<file path="config.mk">
export PLATFORM = sky130hd
export DESIGN_NAME = bootpart_remap
export DESIGN_NICKNAME = d
export VERILOG_FILES = /design/src/rtl/bootpart_remap_pkg.sv /design/src/rtl/bootpart_remap_ctrl.sv /design/src/rtl/bootpart_remap_dp.sv /design/src/rtl/bootpart_remap.sv
export SDC_FILE = /design/constraint.sdc
export NUM_CORES = 1
export LEC_CHECK = 0
export BUFFER_PORTS_ARGS = -buffer_cell sky130_fd_sc_hd__buf_2
export CAP_MARGIN = 20
export CORE_MARGIN = 4
export CORE_UTILIZATION = 40
export DETAILED_ROUTE_END_ITERATION = 6
export PLACE_DENSITY = 0.82
export SYNTH_ARGS = -nofsm -noshare
export SYNTH_HDL_FRONTEND = slang
export SYNTH_SLANG_ARGS = --single-unit
export TNS_END_PERCENT = 100
</file>
<file path="constraint.sdc">
create_clock -name clk -period 6.9 [get_ports clk]
set_input_delay 0.345 -clock clk [delete_from_list [all_inputs] [get_ports clk]]
set_output_delay 0.345 -clock clk [all_outputs]
set_load 0.02 [all_outputs]
</file>
<file path="src/rtl/bootpart_remap_pkg.sv">
package bootpart_remap_pkg;

  // Field positions inside the partition-configuration input.
  localparam int unsigned ENA_LSB = 3;
  localparam int unsigned ENA_W   = 3;
  localparam int unsigned ACC_LSB = 0;
  localparam int unsigned ACC_W   = 3;
  localparam int unsigned CFG_W   = ENA_W + ACC_W;

  // Access codes with a defined meaning; everything above is illegal.
  typedef enum logic [ACC_W-1:0] {
    ACC_USER  = 3'd0,
    ACC_BOOT1 = 3'd1,
    ACC_BOOT2 = 3'd2
  } accCode_e;

  // Strobes from control to datapath.
  typedef struct packed {
    logic addOne;    // add one boot partition size
    logic addTwo;    // add two boot partition sizes
    logic blockOut;  // illegal selection: force outputs to zero
  } mapSel_t;

endpackage

</file>
<file path="src/rtl/bootpart_remap_ctrl.sv">
module bootpart_remap_ctrl
  import bootpart_remap_pkg::*;
#(
  parameter bit BOOT_ZERO = 1'b0
) (
  input  logic             mmcMode,
  input  logic [CFG_W-1:0] partCfg,
  output mapSel_t          sel
);

  logic [ENA_W-1:0] enaField;
  logic [ACC_W-1:0] accField;
  logic             bypass;

  assign enaField = partCfg[ENA_LSB +: ENA_W];
  assign accField = partCfg[ACC_LSB +: ACC_W];

  // Any of these conditions leaves the address untouched.
  assign bypass = !mmcMode || BOOT_ZERO || (enaField == '0);

  always_comb begin
    sel = '0;
    if (!bypass) begin
      case (accField)
        ACC_USER:  sel.addTwo   = 1'b1;
        ACC_BOOT1: sel          = '0;
        ACC_BOOT2: sel.addOne   = 1'b1;
        default:   sel.blockOut = 1'b1;
      endcase
    end
  end

endmodule

</file>
<file path="src/rtl/bootpart_remap_dp.sv">
module bootpart_remap_dp
  import bootpart_remap_pkg::*;
#(
  parameter int unsigned        ADDR_W     = 32,
  parameter int unsigned        NUM_PORTS  = 2,
  parameter logic [ADDR_W-1:0]  BOOT_BYTES = '0
) (
  input  logic                          clk,
  input  logic                          rst_n,
  input  mapSel_t                       sel,
  input  logic [ADDR_W-1:0]             rawSize,
  input  logic [NUM_PORTS*ADDR_W-1:0]   hostAddr,
  output logic [NUM_PORTS*ADDR_W-1:0]   physAddr,
  output logic [ADDR_W-1:0]             capacity
);

  localparam logic [ADDR_W-1:0] OFF_ONE = BOOT_BYTES;
  localparam logic [ADDR_W-1:0] OFF_TWO = {BOOT_BYTES[ADDR_W-2:0], 1'b0};

  logic [ADDR_W-1:0] offset;
  logic [ADDR_W-1:0] capNext;

  always_comb begin
    offset = '0;
    if (sel.addTwo)      offset = OFF_TWO;
    else if (sel.addOne) offset = OFF_ONE;
  end

  // One adder per port, all sharing the selected offset.
  for (genvar p = 0; p < NUM_PORTS; p++) begin : g_port
    logic [ADDR_W-1:0] sum;
    assign sum = hostAddr[p*ADDR_W +: ADDR_W] + offset;
    assign physAddr[p*ADDR_W +: ADDR_W] = sel.blockOut ? '0 : sum;
  end

  // Capacity saturates at zero when the store is smaller than the offset.
  assign capNext = (rawSize >= offset) ? (rawSize - offset) : '0;

  always_ff @(posedge clk) begin
    if (!rst_n) capacity <= capNext;
  end

endmodule

</file>
<file path="src/rtl/bootpart_remap.sv">
module bootpart_remap
  import bootpart_remap_pkg::*;
#(
  parameter int unsigned        ADDR_W     = 32,
  parameter int unsigned        NUM_PORTS  = 2,
  parameter logic [ADDR_W-1:0]  BOOT_BYTES = 32'h0002_0000
) (
  input  logic                          clk,
  input  logic                          rst_n,
  input  logic                          mmcMode,
  input  logic [5:0]                    partCfg,
  input  logic [ADDR_W-1:0]             rawSize,
  input  logic [NUM_PORTS*ADDR_W-1:0]   hostAddr,
  output logic [NUM_PORTS*ADDR_W-1:0]   physAddr,
  output logic                          accErr,
  output logic [ADDR_W-1:0]             capacity
);

  localparam bit BOOT_ZERO = (BOOT_BYTES == '0);

  mapSel_t sel;

  bootpart_remap_ctrl #(.BOOT_ZERO(BOOT_ZERO)) u_ctrl (
    .mmcMode (mmcMode),
    .partCfg (partCfg),
    .sel     (sel)
  );

  bootpart_remap_dp #(
    .ADDR_W     (ADDR_W),
    .NUM_PORTS  (NUM_PORTS),
    .BOOT_BYTES (BOOT_BYTES)
  ) u_dp (
    .clk      (clk),
    .rst_n    (rst_n),
    .sel      (sel),
    .rawSize  (rawSize),
    .hostAddr (hostAddr),
    .physAddr (physAddr),
    .capacity (capacity)
  );

  assign accErr = sel.blockOut;

endmodule

</file>
**Word-level counts from Yosys, hierarchy flattened**

Index checks and enable logic that the tools add are counted.

- Register bits after elaboration: 32
- Bits in latches: 0
- Memory bits (writable): 0
- ROM bits: 0
- Bits of input ports: 105
- Output and inout port bits: 97
- Logic and storage cells: 20
- Memories: 0

- Add/subtract/negate cells: 3
- Multiply operators: 0
- Divide/modulo/power cells: 0
- $lt $le $gt $ge: 1
- Eq/ne operators: 2
- Shift operators: 0
- Multiplexer cells: 8
- Bitwise logic cells: 0
- Reductions and logical operators: 5

Operator list:

| operator | count |
|---|---|
| 32-bit 2-to-1 mux | 3 |
| 32-bit adder | 2 |
| 32-bit greater-or-equal comparator | 1 |
| 32-bit subtractor | 1 |
| 18-bit 2-to-1 mux | 1 |
| 3-bit logical NOT | 2 |
| 3-bit by 1-bit equality test with 1-bit output, second input constant | 1 |
| 3-bit by 2-bit equality test with 1-bit output, second input constant | 1 |
| 1-bit 2-to-1 mux | 3 |
| 3-bit 2-to-1 mux | 1 |
| 3-bit OR reduction | 1 |
| 1-bit logical NOT | 1 |
| 1-bit logical OR | 1 |

**Depth between registers and ports, before layout**

Gate-level depths: netlist (run 1).

- Word-level depth: 8
- Mapped depth: 9

**Hierarchy**

A second synthesis (run 1) with hierarchy kept.

- Cells, all modules: 278
- Area total of the unflattened synthesis: 2738.9 um^2

By module, submodules not included:

| module | times used | cells each | area an instance (um^2) | sequential area each (um^2) |
|---|---|---|---|---|
| bootpart_remap_dp | 1 | 272 | 2695.1 | 960.9 |
| bootpart_remap_ctrl | 1 | 6 | 43.8 | 0.0 |

**Worst setup path after synthesis (run 1)**

Ideal clock, no wire load.

- Path kind: input to register
- Start: in partCfg[4]
- End: reg u_dp.capacity[25], data pin
- Setup time: 0.272 ns
- Arrival: 2.562 ns
- Data required time: 6.628 ns
- Slack: 4.066 ns
- Stages: 9
- Buffers on the path: 0
- Cell sequence: o31ai_1 nor4b_1 ha_1 inv_1 fa_1 or4_1 nor4_1 xnor2_1 nor2_1

- Cells in the longest elaborated chain, start to end: 6

RTL lines:

| element | RTL line | RTL |
|---|---|---|
| from (decl) | bootpart_remap.sv:11 | `input logic [5:0] partCfg,` |
| 3-bit logical NOT (*) | bootpart_remap_ctrl.sv:19 | `assign bypass = !mmcMode \|\| BOOT_ZERO \|\| (enaField == '0);` |
| 1-bit logical OR (*) | bootpart_remap_ctrl.sv:19 |  |
| 3-bit 2-to-1 mux (*) | bootpart_remap_ctrl.sv:23 | `if (!bypass) begin` |
| 18-bit 2-to-1 mux | bootpart_remap_dp.sv:26 | `else if (sel.addOne) offset = OFF_ONE;` |
| 32-bit 2-to-1 mux (*) | bootpart_remap_dp.sv:25 | `if (sel.addTwo) offset = OFF_TWO;` |
| 32-bit subtractor / 32-bit greater-or-equal comparator (equally long branches) | bootpart_remap_dp.sv:37 | `assign capNext = (rawSize >= offset) ? (rawSize - offset) : '0;` |
| to (signal assigned) | bootpart_remap_dp.sv:40 | `if (!rst_n) capacity <= capNext;` |
| to (decl) | bootpart_remap_dp.sv:14 | `output logic [ADDR_W-1:0] capacity` |

Mark *: on every way between the ends. The rest lies on a longest branch, timed or not.
A chain may end at the register's enable or synchronous reset.

**Final worst setup path (run 1)**

- Start: in partCfg[3]
- End: out physAddr[63]

- Cells in the longest elaborated chain, start to end: 7

RTL lines:

| element | RTL line | RTL |
|---|---|---|
| 3-bit logical NOT (*) | bootpart_remap_ctrl.sv:19 |  |
| 1-bit logical OR (*) | bootpart_remap_ctrl.sv:19 |  |
| 3-bit 2-to-1 mux (*) | bootpart_remap_ctrl.sv:23 |  |
| 18-bit 2-to-1 mux | bootpart_remap_dp.sv:26 |  |
| 32-bit 2-to-1 mux | bootpart_remap_dp.sv:25 |  |
| 32-bit adder | bootpart_remap_dp.sv:32 | `assign sum = hostAddr[p*ADDR_W +: ADDR_W] + offset;` |
| 32-bit 2-to-1 mux (*) | bootpart_remap_dp.sv:33 | `assign physAddr[p*ADDR_W +: ADDR_W] = sel.blockOut ? '0 : sum;` |
| to (decl) | bootpart_remap.sv:14 | `output logic [NUM_PORTS*ADDR_W-1:0] physAddr,` |

Marks and branches as above.

==> metrics.md, run 1 <==
| Metric | Value |
|---|---|
| Post-synthesis async set-or-reset flop share | `0%` |
| Initial antenna violation count | `0` |
| Total core area | `0.00635 mm²` |
| Max FFs per register | `32` |
| Total GRT Usage | `20.3%` |
| Post-Syn Area | `0.00260 mm²` |
| Initial detailed-routing violation count | `52` |
| Crit Path Category | `input port to output port` |
| Crit path cell chain | `buf_2, o31ai_1, nor4b_1, ha_1, fa_1, and4_1, nand2_1, or3_1, a21oi_1, buf_2` |
| Gr ovfl total | `0` |
| Die area | `0.00786 mm²` |
| Mean post-synth cell area | `9.43 µm²` |
| Routed WL | `8490 µm` |
| Register clock-pin slew on the reported worst setup and hold paths | `0.06 ns` |
| Area growth syn-to-layout | `45.5%` |
| Most frequent cells in the layout | `buf_2, nor2b_1, nor2_1, edfxtp_1, xnor2_1` |
| Setup TNS Final | `0 ns` |
| CP endpoint kind | `output port` |
| RSZ-0062 raised after global routing | `no` |
| Most used cell, CP | `buf_2` |
| Largest regs | `u_dp.capacity: 32 flops` |
| Number of CTS-inserted buffers | `5` |
| Critical Path RT | `6.55 ns` |
| Rows | `29` |
| Synthesis-stage register bit count | `32` |
| Port Buffer Count | `201` |
| Vias per cell | `5.11` |
| Total number of vias | `2835` |
| Max H-tree Level | `2` |
| CTS tree | `yes` |
| Max Root-Sink Buffers | `2` |
| Synth Net Count | `390` |
| Final core utilization | `59.6%` |
| Worst Tran Pin Value | `0.752 ns` |
| Max_cap viols | `0` |
| First-pass GRT wire length | `12300 µm` |
| Hold Fails Final Rpt | `0` |
| Leak pwr | `1.75 nW` |
| Startpoint types | `input port` |
| Clk sinks | `32` |
| Status | `finished, final reports clean` |
| Crit path max fanout | `5` |
| Critical path arrival | `2.80 ns` |
| Die width | `88.7 µm` |
| Dpl hpwl | `7320 µm` |
| Power per cell area | `151 mW/mm²` |
| Hold Buf Count CTS | `0` |
| Layout Nets | `592` |
| Worst VDD drop | `0.180 mV` |
| CTS root buffer | `clkbuf_8` |
| Min Tclk post-route | `3.14 ns` |
| Distinct cells, synth | `40` |
| Post-Synthesis Cells | `276` |
| Post-route ant nets | `0` |
| Dominant synthesized flop cell | `edfxtp_1` |
| Layout cell share with drive strength beyond 1 | `49.6%` |
| Most flop-heavy register | `u_dp.capacity` |
| Sequential fraction of the synthesis area | `36.9%` |
| Postcts setup bufs | `0` |
| Max Slew Vio Count | `0` |
| Diode count | `0` |
| Resized cells post-CTS | `0` |
| Vias in the first global route | `2697` |
| WL/cell | `15.3 µm` |
| Die height | `88.7 µm` |
| Hold crit path type | `input port to flop` |
| Max incr delay on CP | `0.66 ns` |
| Final setup vio count | `0` |
| Post-route clock period utilization | `45.5%` |
| Fmax | `318 MHz` |
| Slew Limit Headroom | `49.2%` |
| Post-synth EDFFs | `32` |
| Largest net degree at the start of global routing | `66` |
| # IOs | `202` |
| Ys Warns | `0` |
| Commonest non-fill, non-tap cell in the layout | `buf_2` |
| Gp weighted congestion | `0.908` |
| Initial core utilization | `41.0%` |
| Slowest CP cell | `nor4b_1` |
| Router iterations before antenna repair | `4` |
| DR DRC count | `0` |
synth_stat cells, types with 2 or more instances:
master | count | area [µm²]
nor3_2 | 2 | 20.0
o31ai_1 | 3 | 22.5
nor4_1 | 11 | 68.8
and4_1 | 3 | 26.3
nand2b_1 | 2 | 12.5
ha_1 | 6 | 75.1
a21oi_1 | 13 | 65.1
nand4_1 | 10 | 62.6
xnor2_1 | 20 | 175
edfxtp_1 | 32 | 961
o21ai_0 | 5 | 25.0
nor3_1 | 8 | 40.0
or3_1 | 3 | 18.8
clkbuf_1 | 7 | 26.3
and2_4 | 10 | 87.6
and3_1 | 2 | 12.5
fa_1 | 3 | 60.1
xor2_1 | 12 | 105
nor2b_1 | 40 | 250
nor2_1 | 35 | 131
nand3_1 | 8 | 40.0
nand2_1 | 7 | 26.3
or4_1 | 3 | 22.5
inv_1 | 7 | 26.3
nor4b_1 | 2 | 17.5
and2_2 | 8 | 60.1
area by class of cell:
cell class / count / area, µm²
clock buffer: 5 / 68.8
clock inverter: 2 / 7.51
fill: 568 / 2560
inverter: 7 / 26.3
multi-input combinational: 229 / 1590
sequential: 32 / 961
tap: 77 / 96.3
timing repair buffer: 203 / 1040
stage by stage:
| stage | hold slack (ns) | worst slack (ns) | instances | total power, mW | instance area [µm²] |
|---|---|---|---|---|---|
| floorplan | 0.555 | 4.07 | 276 | 0.355 | 2600 |
| global placement | 0.657 | 3.66 | 547 | 0.446 | 3680 |
| detailed placement | 0.657 | 3.58 | 547 | 0.450 | 3680 |
| CTS | 0.373 | 3.81 | 554 | 0.577 | 3760 |
| global route | 0.383 | 3.53 | 555 | 0.600 | 3790 |
| finish | 0.385 | 3.76 | 555 | 0.572 | 3790 |
where the power goes:
group | internal (mW) | total, mW | switching, mW
Sequential | 0.232 | 0.235 | 0.00329
Combinational | 0.0805 | 0.211 | 0.131
Clock | 0.0664 | 0.126 | 0.0599
critical path, delay by kind of cell:
family / cells / cell delay, ns
AOI/OAI and AO/OA: 2 / 0.27
adders and majority gates: 2 / 0.54
and+or+nand+nor: 4 / 1.37
buffers and inverters: 2 / 0.27
cells by family after synthesis:
logic type | Yosys count | synth area share (%)
AND/OR/NAND/NOR | 163 | 37.9
XOR/XNOR | 32 | 10.8
flip-flops | 32 | 36.9
AO/OA/AOI/OAI | 25 | 6.73
buffers and inverters | 15 | 2.45
adder cells (fa/ha/maj) | 9 | 5.19
worst paths after layout:
kind | startpoint | end | slack (ns) | cells past startpoint
setup / recovery | partCfg[3] | physAddr[63] | 3.76 | 10
hold / removal | rawSize[0] | u_dp.capacity[0]$_SDFFCE_PN0N_ | 0.39 | 2
layer usage:
metal	vias up	GRT usage (%)	part of all wire, %
met5	-	0	0
met4	0	8.24	2.2
met3	14	4.84	10
met2	149	40.6	54
met1	1285	19.4	33
li1	1387	-	-
(Power assumes the default switching activity.)
==> run 2: changes to the inputs <==
--- a/config.mk
+++ b/config.mk
@@ -5,12 +5,13 @@
 export SDC_FILE = /design/constraint.sdc
 export NUM_CORES = 1
 export LEC_CHECK = 0
+export ABC_AREA = 1
 export BUFFER_PORTS_ARGS = -buffer_cell sky130_fd_sc_hd__buf_2
 export CAP_MARGIN = 20
 export CORE_MARGIN = 4
 export CORE_UTILIZATION = 40
 export DETAILED_ROUTE_END_ITERATION = 6
-export PLACE_DENSITY = 0.82
+export PLACE_DENSITY = 0.79
 export SYNTH_ARGS = -nofsm -noshare
 export SYNTH_HDL_FRONTEND = slang
 export SYNTH_SLANG_ARGS = --single-unit
==> constraint.sdc (replaced) <==
create_clock -name clk -period 2.9 [get_ports clk]
set_input_delay 0.145 -clock clk [delete_from_list [all_inputs] [get_ports clk]]
set_output_delay 0.145 -clock clk [all_outputs]
set_load 0.02 [all_outputs]
==> metrics.md, run 2 <==
| Metric | Value |
|---|---|
| Multi-input gate area | `0.00153 mm²` |
| RSZ-0062 raised after global routing | `no` |
| Router iterations before antenna repair | `4` |
| Post-Place Cells | `743` |
| WP buf/inv | `2` |
| Initial antenna violation count | `0` |
| Die area | `0.00875 mm²` |
| Total number of vias | `3507` |
| CP endpoint kind | `output port` |
| Family with the most delay on the worst path | `simple AND/OR/NAND/NOR gates` |
| Sequential fraction of the synthesis area | `32.8%` |
| Hold Buf Count CTS | `0` |
| Largest regs | `u_dp.capacity: 32 flops` |
| Vias in the first global route | `3489` |
| Rows | `30` |
| Max FFs per register | `32` |
| Distinct cells, synth | `30` |
| Final worst slack | `0.486 ns` |
| Startpoint types | `input port` |
| Top cell type's share of synthesized area | `32.8%` |
| Global-route met2 utilization | `38.9%` |
| Final instance area | `0.00414 mm²` |
| Gr ovfl total | `0` |
| Clk sinks | `32` |
| CTS root buffer | `clkbuf_8` |
| Post-Syn Area | `0.00293 mm²` |
| Max incr delay on CP | `0.36 ns` |
| Commonest non-fill, non-tap cell in the layout | `buf_2` |
| DR DRC count | `0` |
| Layout cell share with drive strength beyond 1 | `37.3%` |
| Area growth syn-to-layout | `41.4%` |
| Power per cell area | `365 mW/mm²` |
| Setup TNS Final | `0 ns` |
| Pre-CTS setup slack | `0.145 ns` |
| Die height | `93.5 µm` |
| Total GRT Usage | `20.9%` |
| List of most frequent post-synthesis cells | `nand2_1, inv_1, nor2_1, edfxtp_1, nor2_2` |
| Leading area contributor after synthesis | `edfxtp_1` |
| Largest net degree at the start of global routing | `56` |
| Most frequent cells in the layout | `buf_2, nand2_1, inv_1, nor2_1, edfxtp_1` |
| Slew Limit Headroom | `68.9%` |
| Fin cells | `751` |
| Most flop-heavy register | `u_dp.capacity` |
| Worst Tran Pin Value | `0.466 ns` |
| Slowest CP cell | `nor4_2` |
| Resized cells post-CTS | `0` |
| Max_cap viols | `0` |
| Gp weighted congestion | `0.879` |
| Dpl hpwl | `8020 µm` |
| Crit path cell chain | `buf_2, nor2_1, nand2_1, nand2_1, nor4_2, ha_1, fa_1, nand2_1, nor2_2, nand2_1, nor2_1, nand2_1, nand2_1, nand2_1, nor2_1, buf_2` |
| Hold crit path type | `input port to flop` |
| Max H-tree Level | `2` |
| Crit Path Category | `input port to output port` |
| Hold Fails Final Rpt | `0` |
| Critical Path RT | `2.76 ns` |
| Vias per cell | `4.67` |
| Mean post-synth cell area | `6.50 µm²` |
| Post-synth EDFFs | `32` |
| Number of CTS-inserted buffers | `5` |
| Final setup vio count | `0` |
| Port Buffer Count | `201` |
| Leak pwr | `2.46 nW` |
| # IOs | `202` |
| Diode count | `0` |
| Most common cell in the synthesized netlist | `nand2_1` |
| Routed WL | `9320 µm` |
| Status | `finished, final reports clean` |
| Max Slew Vio Count | `0` |
| Post-synthesis async set-or-reset flop share | `0%` |
| Met1 GRT Util | `21.6%` |
| Worst VDD drop | `0.229 mV` |
| Die width | `93.5 µm` |
| Min Tclk post-route | `2.41 ns` |
| Dominant synthesized flop cell | `edfxtp_1` |
| Crit path max fanout | `4` |
| Initial detailed-routing violation count | `160` |
| Fill cells | `676` |
| CTS tree | `yes` |
| Synth area leaders | `edfxtp_1, nand2_1, inv_1` |
| First-pass GRT wire length | `14900 µm` |
| WL/cell | `12.4 µm` |
| Postcts setup bufs | `0` |
| Post-route ant nets | `0` |
| Synth Net Count | `564` |
| Total core area | `0.00694 mm²` |
| Most used cell, CP | `nand2_1` |
| Max Root-Sink Buffers | `2` |
| Ys Warns | `0` |
| Synthesis-stage register bit count | `32` |
| Post-Synthesis Cells | `450` |
| Fmax | `414 MHz` |
| Post-route clock period utilization | `83.2%` |
| Initial core utilization | `42.1%` |
| Placed cell area | `0.00402 mm²` |
| Top Usage Layer GRT | `met2` |
| Critical path arrival | `2.27 ns` |
| Final core utilization | `59.5%` |
| Register clock-pin slew on the reported worst setup and hold paths | `0.07 ns` |
| FF/Latch Area | `961 µm²` |
| Layout Nets | `768` |
| GR Layer Usage met3 | `6.19%` |
-- run 2: cell count changes after synthesis, sizes merged, moves of 8 or more --
cell and delta:
and2 -19, inv +92, nand2 +109, nor2 +75
xnor2 -19, nor2b -40, nand3 +8, nor4 -10
-- run 2: logic make-up after synthesis --
group | Yosys count | share of synthesized area [%]
fa+ha+maj | 9 | 4.62
simple gates | 265 | 39.5
xor+xnor | 11 | 3.29
compound gates | 26 | 4.79
flops | 32 | 32.8
buf+inv | 107 | 15.0
-- run 2: cell type report --
cell class / instances / area share [%]
well taps: 96 / 2.90
flip-flops and latches: 32 / 23.2
clock inverters: 3 / 1.03
repair buffers: 205 / 25.1
clock buffers: 5 / 1.66
inverters: 99 / 9.05
multi-input cells: 311 / 37.1
-- run 2: tightest hold or removal path, stage by stage --
cell and delay [ns]:
buf_2 0.09, inv_1 0.04, nor2_1 0.08
-- run 2: metal layers --
metal	vias to the layer above	wire length (µm)
met2	168	4800
met3	22	997
met1	1548	3260
met4	0	269
li1	1769	-
met5	-	0
-- run 2: stage by stage --
| stage | power, mW | hold WS (ns) |
|---|---|---|
| floorplan | 0.875 | 0.331 |
| global placement | 1.09 | 0.456 |
| detailed placement | 1.10 | 0.474 |
| CTS | 1.52 | 0.181 |
| global route | 1.59 | 0.193 |
| finish | 1.51 | 0.184 |
-- run 2: worst paths after layout --
path	start	to	slack, ns	depth (start not counted)
setup / recovery	partCfg[4]	physAddr[29]	0.49	16
hold / removal	rawSize[7]	u_dp.capacity[7]$_SDFFCE_PN0N_	0.18	3
-- run 2: where the power goes --
group	leakage [nW]	internal (mW)	switching [mW]
registers	0.313	0.551	0.00874
clock network	0.0541	0.254	0.168
logic	2.10	0.185	0.344
total	2.46	0.991	0.521
